## config.mk

```make
export PLATFORM = sky130hd
export DESIGN_NAME = ste_result_reg
export DESIGN_NICKNAME = d
export VERILOG_FILES = /design/src/rtl/ste_chk_pkg.sv /design/src/rtl/ste_result_reg.sv
export SDC_FILE = /design/constraint.sdc
export NUM_CORES = 1
export LEC_CHECK = 0
export BUFFER_PORTS_ARGS = -buffer_cell sky130_fd_sc_hd__buf_2
export CAP_MARGIN = 10
export CORE_MARGIN = 4
export CORE_UTILIZATION = 49
export DETAILED_ROUTE_END_ITERATION = 8
export MAX_ROUTING_LAYER = met4
export PLACE_DENSITY = 0.92
export SETUP_SLACK_MARGIN = 0.5
export SYNTH_ARGS = -nofsm -noshare
export SYNTH_HDL_FRONTEND = slang
export SYNTH_SLANG_ARGS = --single-unit
```

## constraint.sdc

```tcl
create_clock -name clk_i -period 1.2 [get_ports clk_i]
set_input_delay 0.18 -clock clk_i [delete_from_list [all_inputs] [get_ports clk_i]]
set_output_delay 0.18 -clock clk_i [all_outputs]
set_load 0.005 [all_outputs]
```

## src/rtl/ste_chk_pkg.sv

```systemverilog
package ste_chk_pkg;
  typedef enum logic [1:0] {
    VD_ABORT   = 2'd0,
    VD_BYPASS  = 2'd1,
    VD_PROCEED = 2'd2,
    VD_BAD     = 2'd3
  } verdict_e;

  localparam logic [2:0] CFG_BYPASS = 3'b100;
  localparam logic [2:0] CFG_S1     = 3'b101;
endpackage

```

## src/rtl/ste_result_reg.sv

```systemverilog
module ste_result_reg
  import ste_chk_pkg::*;
#(
  parameter int unsigned PTR_W = 48
) (
  input  logic             clk_i,
  input  logic             rst_ni,
  input  logic             start_i,
  input  verdict_e         verdict_i,
  input  logic [PTR_W-1:0] ptr_i,
  output logic             done_o,
  output logic             aborted_o,
  output logic             bypassed_o,
  output logic             proceed_o,
  output logic             bad_o,
  output logic [PTR_W-1:0] ptr_o
);
  always_ff @(posedge clk_i or negedge rst_ni) begin
    if (!rst_ni) begin
      done_o     <= 1'b0;
      aborted_o  <= 1'b0;
      bypassed_o <= 1'b0;
      proceed_o  <= 1'b0;
      bad_o      <= 1'b0;
      ptr_o      <= '0;
    end else begin
      done_o <= start_i;
      if (start_i) begin
        aborted_o  <= (verdict_i == VD_ABORT);
        bypassed_o <= (verdict_i == VD_BYPASS);
        proceed_o  <= (verdict_i == VD_PROCEED);
        bad_o      <= (verdict_i == VD_BAD);
        ptr_o      <= (verdict_i == VD_PROCEED) ? ptr_i : '0;
      end
    end
  end

  p_hold_r8: assert property (@(posedge clk_i) disable iff (!rst_ni)
    !start_i |=> $stable({aborted_o, bypassed_o, proceed_o, bad_o, ptr_o}));

  p_one_verdict_r10: assert property (@(posedge clk_i) disable iff (!rst_ni)
    done_o |-> ($countones({aborted_o, bypassed_o, proceed_o, bad_o}) == 1));
endmodule

```

# Word level (Yosys, flattened, before mapping)
# Cells that the tools add are included.
# op_classes
eq_ne,3
n_addsub,0
shift,0
div_mod_pow,0
bitwise,0
multipliers,0
magnitude_cmp,0
reduce_logical,1
n_mux,1
# ops
operator,count
$mux 48,1
$eq 2x2->1 const B,2
$eq 2x1->1 const B,1
$logic_not 2->1,1
# totals
latchBits,0
ramBits,0
regBits,53
in_bits,53
memories,0
output_inout_bits,53
mem_bits_ro,0

# Logic depth before layout (Yosys ltp)
# logic_depth
ltp_word,2
ltp_mapped,4
mapped_depth_nobuf,2

# Least setup slack after synthesis
# OpenSTA, ideal clock, no wires.
# synth_path
kind,input to register
start,input start_i
end,register ptr_o[32]
slack_ns,0.407
path_stages,3
arrival_time_ns,0.663
required_ns,1.070
path_cell_list,buf_4 > buf_2 > o22ai_2
# synth_rtl
element,line,text
"start, declared",ste_result_reg.sv:8,"input logic start_i,"
"end signal, assigned",ste_result_reg.sv:33,ptr_o <= (verdict_i == VD_PROCEED) ? ptr_i : '0;
"end, declared",ste_result_reg.sv:16,output logic [PTR_W-1:0] ptr_o
# No word-level cell between the ends.

# Final worst setup path
# layout_path
start,register ptr_o[38]
end,output ptr_o[38]
# No word-level cell between the ends.

==> results.sh <==
export IMPL_outcome="completed"
export IMPL_hold_viol=0
export IMPL_finalSetupTns_ns=0
export IMPL_p_seq_share_pct=55.3
export IMPL_crit_chain="buf_2"
export IMPL_synth_ff_latch_count=53
export IMPL_cts_tree="done"
export IMPL_wl_per_cell_um=13.3
export IMPL_place_congestion=0.743
export IMPL_p_leak_nw=1.69
export IMPL_netlist_top_cells_area="dfrtp_1 (60%), o22ai_1 (11%), inv_1 (8.6%), nand2_1 (8.1%), o22ai_2 (5.6%)"
export IMPL_via_per_inst=4.80
export IMPL_setup_slack_ns=0.186
export IMPL_wl_met3_um=376
export IMPL_combPwrFrac_pct=17.9
export IMPL_worst_slew_pin_slew_ns=0.259
export IMPL_fmax_mhz=986
export IMPL_wl_met1_mm=2.17
export IMPL_internal_power_w=0.00263
export IMPL_arrival_ns=0.83
export IMPL_synth_edf_count=0
export IMPL_hold_slack_ns=0.112
export IMPL_cts_root_buf="clkbuf_8"
export IMPL_critical_path_max_fanout=2
export IMPL_syn_area_mm2=0.00222
export IMPL_syn_num_nets=277
export IMPL_gr_total_overflow=0
export IMPL_fin_area_mm2=0.00314
export IMPL_layout_drive_gt1_share_pct=46.0
export IMPL_rows=24
export IMPL_antenna_found_initial=0
export IMPL_slew_headroom_pct=82.8
export IMPL_dp_hpwl_mm=3.33
export IMPL_route_met2_wl_mm=2.70
export IMPL_die_y_um=75.3
export IMPL_first_iter_violations=67
export IMPL_synthToLayoutAreaGrowth_pct=41.4
export IMPL_maxUsedRoutingLayer="met4"
export IMPL_clock_latency_ns=0.29
export IMPL_crit_required_ns=1.02
export IMPL_antenna_cells=0
export IMPL_rsz0062_at_grt="yes"
export IMPL_synth_top_area_share_pct=59.7
export IMPL_drc_errors=0
export IMPL_critPathLaunchType="flop"
export IMPL_drv_slew=0
export IMPL_yosysWarnings=0
export IMPL_synthArstFlopShare_pct=100
export IMPL_grt_pass1_wl_mm=7.68
export IMPL_syn_area_per_cell_um2=9.92
export IMPL_skew_ns=0
export IMPL_p_sw_w=0.000883
export IMPL_path_class="reg2out"
export IMPL_cts_htree_levels=2
export IMPL_path_clk_slew_ns=0.09
export IMPL_ys_types=16
export IMPL_critPathSlowestCell="dfrtp_1"
export IMPL_syn_inst=224
export IMPL_cts_inserted_buffers=5
export IMPL_finalWirelength_mm=5.30
export IMPL_grt_pass1_vias=1786
export IMPL_core_area_mm2=0.00438
export IMPL_yosys_top_cells_count="dfrtp_1 (53), inv_1 (51), nand2_1 (48)"
export IMPL_clock_sinks=53
export IMPL_track_usage_pct=18.2
export IMPL_grt_max_degree=62
export IMPL_yosysTopAreaCell="dfrtp_1"
export IMPL_numPortBuffers=105
export IMPL_fp_dieW_um=75.3
export IMPL_dp_slack_ns=0.259
export IMPL_nets=400
export IMPL_first_pass_iters=4
export IMPL_synth_most_common_cell="dfrtp_1"
export IMPL_ant_nets=0
export IMPL_post_route_min_period_ns=1.01
export IMPL_hold_class="in2reg"
export IMPL_critPathBufInv=1
export IMPL_place_area_mm2=0.00280
export IMPL_max_stage_delay_ns=0.41
export IMPL_drv_cap=0
export IMPL_swShare_pct=25.1
export IMPL_start_util_pct=50.7
export IMPL_ys_seq_area_share_pct=59.7
export IMPL_end_kind="output pin"
export IMPL_p_clk_share_pct=26.8
export IMPL_clk_path_buf_depth=2
export IMPL_p_per_area_mw_per_mm2=1120
export IMPL_peakVddDrop_mv=0.639
export IMPL_synth_main_ff_cell="dfrtp_1"
export IMPL_min_period_over_period_pct=84.5
export IMPL_dieArea_mm2=0.00568
export IMPL_setup_violations=0
export IMPL_top_level_ports=106
export IMPL_dr_total_vias=1919
export IMPL_crit_family="flip-flops"
[final timing paths]
check,from,cells past startpoint,slack (ns),end
worst max register to register,aborted_o,2,0.32,aborted_o
min in group asynchronous,rst_ni,3,0.42,ptr_o[33]
worst max-delay path,ptr_o[38],1,0.19,ptr_o[38]
worst min-delay path,ptr_i[12],3,0.11,ptr_o[12]
max in group asynchronous,rst_ni,3,0.61,ptr_o[2]
worst min register to register,ptr_o[1],2,0.53,ptr_o[1]
[registers in the layout, summed over array words and instances (netlist names)]
signal / count
done_o: 1
bad_o: 1
proceed_o: 1
ptr_o: 48
aborted_o: 1
bypassed_o: 1
[worst register-to-register path, cell delays in order, from the launching register on]
cell and delay [ns]:
dfrtp_1 0.40, buf_6 0.12, mux2_4 0.26
[repair_timing]
action	CTS	global route
gates cloned	0	1
hold endpoints to repair	53	0
pin swaps	0	2
gates resized for setup	0	26
setup endpoints to repair	54	117
hold buffers	1	0
setup buffers	10	11
[per-layer routing]
metal / up-vias / GRT usage, %
met3: 6 / 3.17
met1: 883 / 20.7
met2: 75 / 32.3
li1: 955 / -
met5: - / -
met4: 0 / 5.83
[cells in the final DEF, fill, tap and decap left out]
cell type,Yosys,final
buf_12,0,4
buf_2,8,104
buf_4,4,10
buf_6,2,12
clkbuf_1,2,3
clkbuf_16,0,1
clkbuf_8,0,5
dfrtp_1,53,53
dlygate4sd3_1,0,1
inv_1,51,43
inv_2,0,8
mux2_4,0,1
mux2i_1,1,1
nand2_1,48,48
nand2b_4,1,1
nand3_1,1,1
nand3b_1,1,1
nor2_1,1,1
o21ai_0,2,1
o21ai_1,0,1
o22ai_1,38,34
o22ai_2,10,14
[stage by stage]
stage	std cells	power, W	util, %
2_1_floorplan	224	0.00223	-
3_3_place_gp	369	0.00248	63.8
3_5_place_dp	369	0.00250	63.8
4_1_cts	388	0.00348	67.5
5_1_grt	400	0.00370	71.7
6_report	400	0.00352	71.7
[area by class of cell]
type / count / area (µm²)
clock buffer: 8 / 80.1
fill: 342 / 1240
inverter: 51 / 191
multi-input combinational: 104 / 633
sequential: 53 / 1330
tap: 52 / 65.1
timing repair buffer: 132 / 846
[logic make-up after synthesis]
family                 synth area share [%]
buffers and inverters                  13.1
flip-flops                             59.7
AND/OR/NAND/NOR                        9.46
AO/OA/AOI/OAI                          16.8
multiplexers                          0.957
[power by group through the flow]
| stage | combinational (W) | sequential [W] | clock [W] |
|---|---|---|---|
| after floorplan | 0.000243 | 0.00199 | 0 |
| after global placement | 0.000509 | 0.00197 | 0 |
| after detailed placement | 0.000527 | 0.00198 | 0 |
| after CTS | 0.000560 | 0.00194 | 0.000974 |
| after global routing | 0.000702 | 0.00196 | 0.00104 |
| final | 0.000630 | 0.00195 | 0.000941 |
Power figures use the tool's default switching activity.
